$ cat config.mk
export PLATFORM = sky130hd
export DESIGN_NAME = xlat_ctl_regs
export DESIGN_NICKNAME = d
export VERILOG_FILES = /design/src/rtl/xlat_ctl_pkg.sv /design/src/rtl/xlat_ctl_decode.sv /design/src/rtl/xlat_ctl_hold.sv /design/src/rtl/xlat_ctl_invgen.sv /design/src/rtl/xlat_ctl_regs.sv
export SDC_FILE = /design/constraint.sdc
export NUM_CORES = 1
export LEC_CHECK = 0
export BUFFER_PORTS_ARGS = -buffer_cell sky130_fd_sc_hd__buf_2
export CAP_MARGIN = 20
export CORE_ASPECT_RATIO = 1.5
export CORE_MARGIN = 4
export CORE_UTILIZATION = 48
export CTS_CLUSTER_DIAMETER = 120
export DETAILED_ROUTE_END_ITERATION = 12
export PLACE_DENSITY = 0.77
export SLEW_MARGIN = 30
export SYNTH_ARGS = -nofsm -noshare
export SYNTH_HDL_FRONTEND = slang
export SYNTH_SLANG_ARGS = --single-unit
$ cat constraint.sdc
create_clock -name clk -period 1.4 [get_ports clk]
set_input_delay 0.21 -clock clk [delete_from_list [all_inputs] [get_ports clk]]
set_output_delay 0.21 -clock clk [all_outputs]
set_load 0.005 [all_outputs]
$ cat src/rtl/xlat_ctl_pkg.sv
package xlat_ctl_pkg;

  typedef enum logic [1:0] {
    MODE_OFF  = 2'd0,
    MODE_ON   = 2'd1,
    MODE_HOLD = 2'd2
  } mode_e;

  // register byte offsets
  localparam logic [11:0] OFS_CTRL  = 12'h000;
  localparam logic [11:0] OFS_CFG   = 12'h004;
  localparam logic [11:0] OFS_STAT  = 12'h008;
  localparam logic [11:0] OFS_PFN   = 12'h00C;
  localparam logic [11:0] OFS_FLALL = 12'h010;
  localparam logic [11:0] OFS_FLENT = 12'h014;
  localparam logic [11:0] OFS_VER   = 12'h034;

  // control command codes
  localparam logic [31:0] CODE_OFF  = 32'h0;
  localparam logic [31:0] CODE_ON   = 32'h5;
  localparam logic [31:0] CODE_HOLD = 32'h7;

  typedef struct packed {
    logic ctrl;
    logic cfg;
    logic stat;
    logic pfn;
    logic flall;
    logic flent;
    logic ver;
  } sel_t;

endpackage

$ cat src/rtl/xlat_ctl_decode.sv
module xlat_ctl_decode
  import xlat_ctl_pkg::*;
#(
  parameter int AW = 12
) (
  input  logic [AW-1:0] addr,
  output sel_t          sel
);
  localparam int WW = AW - 2;

  logic          aligned;
  logic [WW-1:0] word;

  assign aligned = (addr[1:0] == 2'b00);
  assign word    = addr[AW-1:2];

  always_comb begin
    sel.ctrl  = aligned && (word == WW'(OFS_CTRL  >> 2));
    sel.cfg   = aligned && (word == WW'(OFS_CFG   >> 2));
    sel.stat  = aligned && (word == WW'(OFS_STAT  >> 2));
    sel.pfn   = aligned && (word == WW'(OFS_PFN   >> 2));
    sel.flall = aligned && (word == WW'(OFS_FLALL >> 2));
    sel.flent = aligned && (word == WW'(OFS_FLENT >> 2));
    sel.ver   = aligned && (word == WW'(OFS_VER   >> 2));
  end
endmodule

$ cat src/rtl/xlat_ctl_hold.sv
module xlat_ctl_hold #(
  parameter int CW = 8
) (
  input  logic          clk,
  input  logic          rst_n,
  input  logic          hold_q,
  input  logic          hold_nx,
  input  logic [CW-1:0] drain_cycles,
  output logic          blocked
);
  logic [CW-1:0] cnt_q, cnt_d;
  logic          blk_d;

  always_comb begin
    cnt_d = cnt_q;
    blk_d = blocked;
    if (!hold_nx) begin
      cnt_d = '0;
      blk_d = 1'b0;
    end else if (!hold_q) begin
      cnt_d = drain_cycles;
      blk_d = 1'b0;
    end else if (cnt_q != '0) begin
      cnt_d = cnt_q - 1'b1;
    end else begin
      blk_d = 1'b1;
    end
  end

  always_ff @(posedge clk or negedge rst_n) begin
    if (!rst_n) begin
      cnt_q   <= '0;
      blocked <= 1'b0;
    end else begin
      cnt_q   <= cnt_d;
      blocked <= blk_d;
    end
  end
endmodule

$ cat src/rtl/xlat_ctl_invgen.sv
module xlat_ctl_invgen #(
  parameter int VPN_W = 20
) (
  input  logic             clk,
  input  logic             rst_n,
  input  logic             all_req,
  input  logic             ent_req,
  input  logic [VPN_W-1:0] ent_vpn,
  output logic             inv_all,
  output logic             inv_entry,
  output logic [VPN_W-1:0] inv_vpn
);
  logic             all_d, ent_d, vpn_en;
  logic [VPN_W-1:0] vpn_d;

  always_comb begin
    all_d  = all_req;
    ent_d  = ent_req;
    vpn_en = ent_req;
    vpn_d  = ent_vpn;
  end

  always_ff @(posedge clk or negedge rst_n) begin
    if (!rst_n) begin
      inv_all   <= 1'b0;
      inv_entry <= 1'b0;
    end else begin
      inv_all   <= all_d;
      inv_entry <= ent_d;
    end
  end

  always_ff @(posedge clk or negedge rst_n) begin
    if (!rst_n)      inv_vpn <= '0;
    else if (vpn_en) inv_vpn <= vpn_d;
  end
endmodule

$ cat src/rtl/xlat_ctl_regs.sv
module xlat_ctl_regs
  import xlat_ctl_pkg::*;
#(
  parameter int AW      = 12,
  parameter int PFN_W   = 24,
  parameter int CW      = 8,
  parameter int VA_W    = 32,
  parameter int VER_MAJ = 5,
  parameter int VER_MIN = 0,
  localparam int PAGE_SHIFT = 12,
  localparam int VPN_W      = VA_W - PAGE_SHIFT
) (
  input  logic             clk,
  input  logic             rst_n,
  input  logic             bus_wr,
  input  logic             bus_rd,
  input  logic [AW-1:0]    bus_addr,
  input  logic [31:0]      bus_wdata,
  output logic [31:0]      bus_rdata,
  input  logic [CW-1:0]    drain_cycles,
  output logic             xlat_en,
  output logic             hold_traffic,
  output logic             blocked_ack,
  output logic [PFN_W-1:0] pt_base_pfn,
  output logic             inv_all,
  output logic             inv_entry,
  output logic [VPN_W-1:0] inv_vpn
);
  localparam logic [31:0] VER_WORD =
    32'(((VER_MAJ & 15) << 28) | ((VER_MIN & 127) << 21));

  sel_t             sel;
  mode_e            mode_q, mode_d;
  logic [31:0]      cfg_q;
  logic [PFN_W-1:0] pfn_q;
  logic [31:0]      rdata_q, rd_val;
  logic             cfg_we, pfn_we, all_req, ent_req;
  logic             hold_q, hold_nx;
  logic [31:0]      ctrl_word;

  xlat_ctl_decode #(.AW(AW)) u_dec (
    .addr (bus_addr),
    .sel  (sel)
  );

  // next-state for mode and write enables
  always_comb begin
    mode_d = mode_q;
    if (bus_wr && sel.ctrl) begin
      case (bus_wdata)
        CODE_ON:   mode_d = MODE_ON;
        CODE_HOLD: mode_d = MODE_HOLD;
        CODE_OFF:  mode_d = MODE_OFF;
        default:   mode_d = mode_q;
      endcase
    end
    cfg_we  = bus_wr && sel.cfg;
    pfn_we  = bus_wr && sel.pfn;
    all_req = pfn_we || (bus_wr && sel.flall && bus_wdata[0]);
    ent_req = bus_wr && sel.flent && bus_wdata[0];
    hold_q  = (mode_q == MODE_HOLD);
    hold_nx = (mode_d == MODE_HOLD);
  end

  // read mux
  always_comb begin
    case (mode_q)
      MODE_ON:   ctrl_word = CODE_ON;
      MODE_HOLD: ctrl_word = CODE_HOLD;
      default:   ctrl_word = CODE_OFF;
    endcase
    rd_val = '0;
    if (sel.ctrl) rd_val = ctrl_word;
    if (sel.cfg)  rd_val = cfg_q;
    if (sel.stat) rd_val = {31'b0, blocked_ack};
    if (sel.pfn)  rd_val = 32'(pfn_q);
    if (sel.ver)  rd_val = VER_WORD;
  end

  always_ff @(posedge clk or negedge rst_n) begin
    if (!rst_n) mode_q <= MODE_OFF;
    else        mode_q <= mode_d;
  end

  always_ff @(posedge clk or negedge rst_n) begin
    if (!rst_n)      cfg_q <= '0;
    else if (cfg_we) cfg_q <= bus_wdata;
  end

  always_ff @(posedge clk or negedge rst_n) begin
    if (!rst_n)      pfn_q <= '0;
    else if (pfn_we) pfn_q <= bus_wdata[PFN_W-1:0];
  end

  always_ff @(posedge clk or negedge rst_n) begin
    if (!rst_n)      rdata_q <= '0;
    else if (bus_rd) rdata_q <= rd_val;
  end

  xlat_ctl_hold #(.CW(CW)) u_hold (
    .clk          (clk),
    .rst_n        (rst_n),
    .hold_q       (hold_q),
    .hold_nx      (hold_nx),
    .drain_cycles (drain_cycles),
    .blocked      (blocked_ack)
  );

  xlat_ctl_invgen #(.VPN_W(VPN_W)) u_inv (
    .clk       (clk),
    .rst_n     (rst_n),
    .all_req   (all_req),
    .ent_req   (ent_req),
    .ent_vpn   (bus_wdata[VA_W-1:PAGE_SHIFT]),
    .inv_all   (inv_all),
    .inv_entry (inv_entry),
    .inv_vpn   (inv_vpn)
  );

  assign bus_rdata    = rdata_q;
  assign xlat_en      = (mode_q != MODE_OFF);
  assign hold_traffic = hold_q;
  assign pt_base_pfn  = pfn_q;
endmodule

==> metrics.txt, run 1 <==
Core ar. roughly 0.011 mm^2; largest net degree at the start of global routing between 40 and 50; syn_area_per_cell 12.0 um^2; Seq/Total Area, Yosys between 50% and 60%; vias in the first global route around 4700; leakage power 0.00434 uW; fin crit period approximately 1.8 ns; Synth Register Bits 121; diode count 0; Hold WS 0.0669 ns; top-count cell post-synth dfrtp_1; power per cell area about 1000 mW/mm^2; Register Area approximately 0.003 mm^2; Multi-input gate area roughly 0.0027 mm^2; ys flop type dfrtp_1; Yosys warnings 0; Hold WC Path Type in -> reg; Crit. End Element register; DRT iter0 DRCs around 250; Cell Rows 46; CP arrival approximately 2.2 ns; Clock Path Buffers 2; Clock Skew 0.00626 ns; Post-synth EDFFs 0; vias around 4500; clock latency on the worst-skew pair between 0.4 and 0.5 ns; final net count about 720; WS Path Type in -> reg; Final Power 8320 uW; Setup WS post-layout -0.421 ns; Yosys top cell area share between 50% and 60%; most frequent cells after synthesis dfrtp_1 (121), mux2_2 (76), nand3_1 (51); Initial Util roughly half; Unique masters post-synth 35; global-route wire length before repair 24500 um; Initial DRT Pass Iterations 5; period utilisation layout 130%; RD Place Congestion 0.810; root buffer cell clkbuf_16; fin. max-slew vios 0; Die Y approximately 140 um; crit-path max FO 7; Routed Antenna Nets 0; Synthesized Nets approximately 500; vias per inst ~5.6; hpwl dp about 10000 um; type of origin of the critical path primary input; Fillers approximately 660; Fmax roughly 550 MHz; fraction of layout cells with a size suffix above 1 between 60% and 70%; Async SR Flop Fraction 100%; drt wl/cell approximately 21 um; final setup violation count around 120; Ports between 100 and 150; drt drc 0; CTS buffer count 17; Worst-Margin Slew around 0.5 ns; Area Overhead vs Synth 57.6%; Synth area leaders dfrtp_1 (58%), mux2_2 (16%), nand3_1 (4.9%); GRT Total Usage between 20% and 30%; Final Hold Viols 0; initial antenna violation count 0; full die area ~0.013 mm^2; total grt overflow 0; Worst Path Required 1.72 ns; H-tree depth 4; synthesized area approximately 0.0052 mm^2; unrepaired setup endpoints after global routing true; cells after synthesis about 440; pre-CTS setup slack -0.887 ns; CTS tree done; status complete, but fails checks; clock sinks 121; Max transition margin between 60 and 70%; Die Wd between 90 and 100 um; max-cap violations 0; WL final about 17000 um; number of port buffers 136; failing checks negative setup slack; clk slew on worst S/H paths 0.05 ns; leading area contributor after synthesis dfrtp_1; Max VDD drop 0.879 mV
==> state kept, by name, summed over array words and instances (netlist names) <==
| register | count |
|---|---|
| u_inv.inv_all | 1 |
| u_inv.inv_vpn | 20 |
| bus_rdata | 32 |
| cfg_q | 32 |
| pt_base_pfn | 24 |
| mode_q | 2 |
| u_hold.cnt_q | 8 |
| u_hold.blocked | 1 |
| u_inv.inv_entry | 1 |
==> layout by cell type (no fill, tap or decap), drive strengths merged <==
master       Yosys  layout
buf              7     229
dfrtp          121     121
mux2            76      76
nand3           51      51
nand2           32      32
clkbuf          17      25
nand2b          23      23
o21ai           15      15
inv             14      14
nor3            12      12
nor4            11      11
nor2             7       7
a21oi            6       6
mux2i            5       5
xor2             5       5
ha               4       4
clkinv           0       4
nand4            3       3
nor2b            3       3
a31oi            3       3
or3              3       3
nor4b            3       3
or4              2       2
o41a             2       2
nand3b           2       2
nor3b            2       2
xnor2            2       2
bufinv           0       2
or2              1       1
o41ai            1       1
and4             1       1
mux4             1       1
a211o            1       1
clkinvlp         0       1
dlygate4sd3      0       1
==> final timing paths <==
path | start | end | slack (ns) | cells past startpoint
setup / recovery | bus_addr[6] | u_hold.cnt_q[4] | -0.42 | 6
hold / removal | bus_wdata[24] | u_inv.inv_vpn[12] | 0.07 | 2
setup reg to reg | u_hold.cnt_q[0] | u_hold.cnt_q[4] | -0.34 | 7
hold reg to reg | bus_rdata[10] | bus_rdata[10] | 0.50 | 2
max in group asynchronous | rst_n | bus_rdata[1] | 0.54 | 3
min in group asynchronous | rst_n | u_inv.inv_vpn[8] | 0.28 | 2
==> worst max-delay path, stage by stage <==
cell	delay, ns
buf_6	0.09
or4_4	0.56
or3_4	0.45
o41a_1	0.37
or2_4	0.31
nor3_2	0.16
==> report_power, final <==
group          internal [uW]  switching [uW]  total, uW  leakage (uW)
logic                    202             265        467       0.00237
registers               3520            11.5       3530       0.00168
clock network           2790            1530       4320      0.000286
==> through the flow <==
stage	util, %	cell area (um^2)	instances	setup TNS, ns
4_1_cts	73.1	7780	813	-31.20
5_1_grt	77.6	8260	818	-44.62
3_5_place_dp	62.6	6670	766	-92.71
2_1_floorplan	-	5320	436	-57.85
3_3_place_gp	62.6	6670	766	-89.21
6_report	77.6	8260	818	-36.88
==> per-layer routing <==
metal | vias up | GRT usage, % | routed length (um)
met5 | - | 0 | 0
met4 | 0 | 11.3 | 572
met3 | 49 | 6.15 | 801
met2 | 181 | 44.1 | 9170
met1 | 2318 | 29.8 | 6350
li1 | 1999 | - | -
==> area by class of cell <==
cell class | count | share of cell area (%)
repair buffers | 231 | 20.5
well taps | 144 | 2.18
clock buffers | 24 | 5.95
multi-input cells | 277 | 32.9
flip-flops and latches | 121 | 36.7
clock inverters | 7 | 1.11
inverters | 14 | 0.636
==> repair_timing <==
action,4_1_cts,5_1_grt
pin swaps,14,38
hold buffers,1,0
endpoints found under the hold margin,27,0
setup endpoints to repair,121,122
resized for setup,76,73
setup buffers,10,5
cloned,5,1
==> logic make-up (layout without fill, tap and decap cells) <==
group / after synthesis / after routing / synth area share (%)
flops: 121 / 121 / 57.8
compound gates: 28 / 28 / 3.13
xor+xnor: 7 / 7 / 1.17
fa+ha+maj: 4 / 4 / 0.955
simple gates: 156 / 156 / 16.4
mux: 82 / 82 / 17.7
buf+inv: 38 / 276 / 2.89
Note: power is estimated with default switching activity, not from simulation.
==> inputs of run 2 (changes only) <==
--- a/config.mk
+++ b/config.mk
@@ -10,6 +10,7 @@
 export CORE_ASPECT_RATIO = 1.5
 export CORE_MARGIN = 4
 export CORE_UTILIZATION = 48
+export CTS_BUF_LIST = sky130_fd_sc_hd__clkbuf_16
 export CTS_CLUSTER_DIAMETER = 120
 export DETAILED_ROUTE_END_ITERATION = 12
 export PLACE_DENSITY = 0.77
==> constraint.sdc (replaced) <==
create_clock -name clk -period 1.4 [get_ports clk]
set_input_delay 0.14 -clock clk [delete_from_list [all_inputs] [get_ports clk]]
set_output_delay 0.14 -clock clk [all_outputs]
set_load 0.005 [all_outputs]
==> metrics.txt, run 2 (synthesis results as in run 1) <==
status complete, but fails checks; failing checks negative setup slack; global-route wire length before repair 25300 um (+3.4%); Final Power 8490 uW (+2.1%); vias per inst 5.47 (-1.6%); unrepaired setup endpoints after global routing true; reg2reg path depth 7 (unchanged); Routed Antenna Nets 0 (unchanged); Worst Path Required 1.69 ns (-0.03 ns); Fmax 577 MHz (+5.1%); root buffer cell clkbuf_16; Hold Path Depth 2 (unchanged); initial antenna violation count 0 (unchanged); kind of cell adding the most delay to the critical path simple AND/OR/NAND/NOR gates; hpwl dp 9830 um (-2.4%); clock latency on the worst-skew pair 0.42 ns (about the same); vias in the first global route 4910 (+5.1%); Die Y 136 um (unchanged); cell-internal power 6670 uW (+2.5%); Area Overhead vs Synth 57.8%; power per cell area 1030 mW/mm^2 (+2.0%); Worst-Margin Slew 0.514 ns (+0.00883 ns); Clock Path Buffers 2 (unchanged); slowest CP cell or4_4; final net count 722 (unchanged); worst r2r src u_hold.cnt_q[1]; crit-path max FO 6 (-1); commonest cells after routing, fill and taps aside buf_2 (132), dfrtp_1 (121), buf_4 (64); worst path bufs/invs 4 (+3); fin. max-slew vios 0 (unchanged); diode count 0 (unchanged); Crit. End Element register; H-tree depth 4 (unchanged); commonest non-fill, non-tap cell in the layout buf_2; CP arrival 2.02 ns (-0.13 ns); total grt overflow 0 (unchanged); leakage power 0.00469 uW (+8.1%); CTS buffer count 17 (unchanged); max-cap violations 0 (unchanged); Switching Share 21.4% (-0.30 points); type of origin of the critical path primary input; vias 4472 (-1.6%); period utilisation layout 124% (-6.4 points); Setup WS post-layout -0.332 ns (+0.0890 ns); Gate power share 5.5% (about the same); Max VDD drop 0.788 mV (-10%); WS Path Type in -> reg; total placed instance area 0.00665 mm^2 (-0.23%); hold path start bus_wdata[5]; hold endpoint cfg_q[5]; Placed Instances 764 (-0.26%); Final Hold Viols 0 (unchanged); Ports 137 (unchanged); DRT iter0 DRCs 134 (-46%); most used cell, CP buf_6; final setup violation count 120 (-1.6%); Hold WC Path Type in -> reg; full die area 0.0127 mm^2 (unchanged); WL final 16300 um (-3.7%); Clock Skew 0.0134 ns (+0.00714 ns); delay of the slowest cell on the worst path 0.55 ns (about the same); Initial DRT Pass Iterations 4 (-1); clock share of power 53.0% (+1.0 points); Initial Util 49.2% (unchanged); largest net degree at the start of global routing 52 (+18%); Max transition margin 65.4% (-0.90 points); register share of total power 41.6% (-0.8 points); clk slew on worst S/H paths 0.06 ns (about the same); drt drc 0 (unchanged); GRT Total Usage 26.2% (+0.71 points); RD Place Congestion 0.815 (+0.58%); FF-to-FF End u_hold.cnt_q[4]; Fillers 654 (-0.76%); CTS tree done; Core ar. 0.0106 mm^2 (unchanged); drt wl/cell 19.9 um (-3.7%); crit-path cells buf_6 -> or4_4 -> buf_6 -> nor3_4 -> nand2_2 -> nor3_4 -> buf_6 -> buf_12 -> mux2_4; clock sinks 121 (unchanged); Cell Rows 46 (unchanged); fin crit period 1.73 ns (-0.0890 ns); Reg2Reg Setup Slack -0.25 ns (+0.09 ns); Switch Pwr 1820 uW (+0.67%); pre-CTS setup slack -0.835 ns (+0.0520 ns); fin area 0.00827 mm^2 (+0.12%); number of port buffers 136 (unchanged); Cell Count, Final, Fillers Out 818 (unchanged); fraction of layout cells with a size suffix above 1 63.2% (+0.59 points); Die Wd 93.3 um (unchanged)
run 2: cell types whose count changed in the layout (fill, tap and decap cells not counted), sizes merged:
| cell | before | now |
|---|---|---|
| buf | 229 | 224 |
| bufinv | 2 | 4 |
| clkbuf | 25 | 18 |
| dlygate4sd3 | 1 | 6 |
| inv | 14 | 15 |
| clkinv | 4 | 7 |
| clkinvlp | 1 | 2 |
run 2: metrics by stage:
stage                     setup TNS [ns]  hold WS (ns)  utilization [%]
after floorplan                   -49.52        -0.156                -
after global placement            -80.15        0.0863             62.5
after detailed placement          -85.56        0.0971             62.5
after CTS                         -22.82       0.00478             75.9
after global routing              -35.00        0.0155             77.6
final                             -28.43        0.0170             77.6
run 2: worst register-to-register path, cell delays in order (launching register included):
cell,delay (ns)
dfrtp_1,0.38
inv_1,0.09
ha_2,0.20
nor3b_4,0.22
nand2_2,0.13
buf_4,0.17
a31oi_1,0.25
nor3_2,0.08
run 2: power groups by stage:
stage,registers [uW],logic (uW),clock network (uW)
2_1_floorplan,3590,85.8,0
3_3_place_gp,3590,395,0
3_5_place_dp,3590,405,0
4_1_cts,3530,445,4520
5_1_grt,3530,503,4700
6_report,3530,465,4500
run 2: what timing repair did:
item                                    4_1_cts  5_1_grt
pin swaps                                    35       15
hold buffers                                  6        0
resized for setup                           137       37
cloned                                        5        1
endpoints found under the setup margin      121      120
hold endpoints to repair                     35        0
setup buffers                                 9        5
run 2: area by class of cell:
cell class / instances / area (um^2) / area share [%]
Sequential cell: 121 / 3030 / 36.6
Tap cell: 144 / 180 / 2.18
Clock buffer: 17 / 425 / 5.15
Multi-Input combinational cell: 277 / 2710 / 32.8
Timing Repair Buffer: 231 / 1690 / 20.4
Clock inverter: 14 / 183 / 2.21
Inverter: 14 / 52.6 / 0.636
run 2: worst max path at each step:
stage,slack [ns],start,cells after the start,to
2_1_floorplan,-0.63,bus_addr[6],7,u_hold.blocked
3_3_place_gp,-0.75,bus_addr[6],8,u_inv.inv_vpn[11]
3_5_place_dp,-0.84,bus_addr[6],8,u_inv.inv_vpn[7]
4_1_cts,-0.27,bus_addr[8],6,u_hold.cnt_q[0]
5_1_grt,-0.35,bus_addr[6],8,cfg_q[8]
6_report,-0.33,bus_addr[6],9,u_inv.inv_vpn[7]
run 2: per-layer routing:
layer	wire length, um	track usage (%)
met1	6150	29.9
met2	8810	46.5
met3	732	6.04
met4	585	11.3
met5	0	0
==> inputs of run 3 (changes only) <==
--- a/config.mk
+++ b/config.mk
@@ -7,7 +7,6 @@
 export LEC_CHECK = 0
 export BUFFER_PORTS_ARGS = -buffer_cell sky130_fd_sc_hd__buf_2
 export CAP_MARGIN = 20
-export CORE_ASPECT_RATIO = 1.5
 export CORE_MARGIN = 4
 export CORE_UTILIZATION = 48
 export CTS_BUF_LIST = sky130_fd_sc_hd__clkbuf_16
==> metrics.txt, run 3 (synthesis results as in run 1) <==
status complete, but fails checks; failing checks negative setup slack; Fmax 576 MHz (-0.32%); final core occ 72.4% (-5.2 points); root buffer cell clkbuf_16; Max transition margin 74.6% (+9.2 points); Setup WS post-layout -0.337 ns (-0.00562 ns); Worst Path Required 1.69 ns (about the same); global-route wire length before repair 23900 um (-5.6%); drt drc 0 (unchanged); hpwl dp 9910 um (+0.82%); initial antenna violation count 0 (unchanged); number of port buffers 136 (unchanged); Area Overhead vs Synth 44.7%; largest net degree at the start of global routing 40 (-23%); Ports 137 (unchanged); RD Place Congestion 0.822 (+0.96%); CTS tree done; WS Path Type in -> reg; full die area 0.0127 mm^2 (-0.27%); commonest cells after routing, fill and taps aside buf_2 (132), dfrtp_1 (120), mux2_2 (76); Hold WC Path Type in -> reg; Switch Pwr 1820 uW (+0.15%); vias 4336 (-3.0%); unrepaired setup endpoints after global routing true; clock share of power 52.3% (-0.7 points); Initial DRT Pass Iterations 4 (unchanged); total grt overflow 0 (unchanged); Final Power 8300 uW (-2.2%); Switching Share 21.9% (+0.52 points); DRT iter0 DRCs 268 (+100%); Die Y 112 um (-17%); Routed Antenna Nets 0 (unchanged); CP arrival 2.03 ns (about the same); diode count 0 (unchanged); clock latency on the worst-skew pair 0.40 ns (-0.02 ns); final net count 710 (-1.7%); max-cap violations 0 (unchanged); drt wl/cell 18.8 um (-5.7%); WL final 15000 um (-7.9%); Gate power share 5.2% (-0.3 points); CTS buffer count 17 (unchanged); commonest non-fill, non-tap cell in the layout buf_2; cell-internal power 6480 uW (-2.9%); Initial Util 50.1% (+0.87 points); power per cell area 1100 mW/mm^2 (+6.6%); type of origin of the critical path primary input; Die Wd 112 um (+21%); Core ar. 0.0105 mm^2 (-1.7%); vias per inst 5.43 (-0.74%); Clock Skew 0.00489 ns (-0.00852 ns); clk slew on worst S/H paths 0.06 ns (about the same); period utilisation layout 124% (+0.40 points); crit-path max FO 10 (+4); Final Hold Viols 0 (unchanged); Clock Path Buffers 2 (unchanged); Cell Rows 37 (-20%); leakage power 0.00405 uW (-14%); Crit. End Element register; final setup violation count 120 (unchanged); fraction of layout cells with a size suffix above 1 54.0% (-9.2 points); Max VDD drop 0.667 mV (-15%); fin crit period 1.74 ns (+0.00562 ns); clock sinks 121 (unchanged); GRT Total Usage 24.0% (-2.2 points); fin. max-slew vios 0 (unchanged); H-tree depth 4 (unchanged); register share of total power 42.5% (+0.9 points); Worst-Margin Slew 0.375 ns (-0.138 ns); vias in the first global route 4654 (-5.2%)
==> run 3: cell count changes in the layout (fill, tap and decap cells not counted), sizes merged <==
| cell | previous run | this run |
|---|---|---|
| bufinv | 4 | 3 |
| clkinv | 7 | 10 |
| clkbuf | 18 | 17 |
| dlygate4sd3 | 6 | 2 |
| clkinvlp | 2 | 1 |
| bufbuf | 0 | 1 |
| buf | 224 | 216 |
==> run 3: through the flow <==
step	setup TNS, ns	hold WS [ns]	cells	instance area [um^2]	setup WS (ns)
after floorplan	-49.52	-0.156	436	5320	-0.629
after global placement	-71.69	0.0888	755	6650	-0.747
final	-21.33	0.0129	799	7580	-0.337
after CTS	-19.11	0.00212	796	7470	-0.292
after global routing	-25.86	0.00160	799	7580	-0.400
after detailed placement	-76.66	0.0891	755	6650	-0.810
==> run 3: power groups by stage <==
stage	clock (uW)	sequential (uW)	combinational, uW
after CTS	4360	3530	425
after global routing	4560	3530	477
after global placement	0	3590	402
after detailed placement	0	3590	411
final	4340	3530	434
after floorplan	0	3590	85.8
==> run 3: final cells by class <==
type / count / area, um^2
Clock buffer: 17 / 425
Timing Repair Buffer: 219 / 1470
Fill cell: 717 / 2880
Inverter: 14 / 52.6
Tap cell: 136 / 170
Sequential cell: 121 / 3030
Clock inverter: 15 / 160
Multi-Input combinational cell: 277 / 2270
==> run 3: critical path, cell delays in order <==
cell and delay [ns]:
buf_6 0.09, or4_4 0.56, or3_4 0.44, o41a_1 0.41, nor2_4 0.16, buf_12 0.16
nor3_1 0.06
==> run 3: worst paths after layout <==
kind	from	endpoint	slack [ns]	cells past startpoint
worst max-delay path	bus_addr[6]	u_hold.cnt_q[7]	-0.34	7
max in group asynchronous	rst_n	mode_q[1]	0.67	3
worst min register to register	pt_base_pfn[4]	bus_rdata[4]	0.50	2
min in group asynchronous	rst_n	bus_rdata[15]	0.20	2
worst max register to register	u_hold.cnt_q[0]	u_hold.cnt_q[5]	-0.27	8
worst min-delay path	bus_wdata[24]	cfg_q[24]	0.01	2
==> run 3: timing repair <==
item | CTS | global route
pin swaps | 4 | 4
setup buffers | 6 | 3
hold buffers | 2 | 0
setup endpoints to repair | 120 | 121
gates resized for setup | 28 | 16
hold endpoints to repair | 46 | 0
cloned | 1 | 0
==> run 3: metal layers <==
| layer | routed length, um | vias to the layer above | GRT usage (%) | share of wire [%] |
|---|---|---|---|---|
| li1 | - | 1968 | - | - |
| met5 | 0 | - | 0 | 0 |
| met4 | 369 | 0 | 7.69 | 2.5 |
| met3 | 879 | 36 | 5.93 | 5.9 |
| met2 | 7680 | 166 | 41.4 | 51 |
| met1 | 6050 | 2166 | 29.7 | 40 |
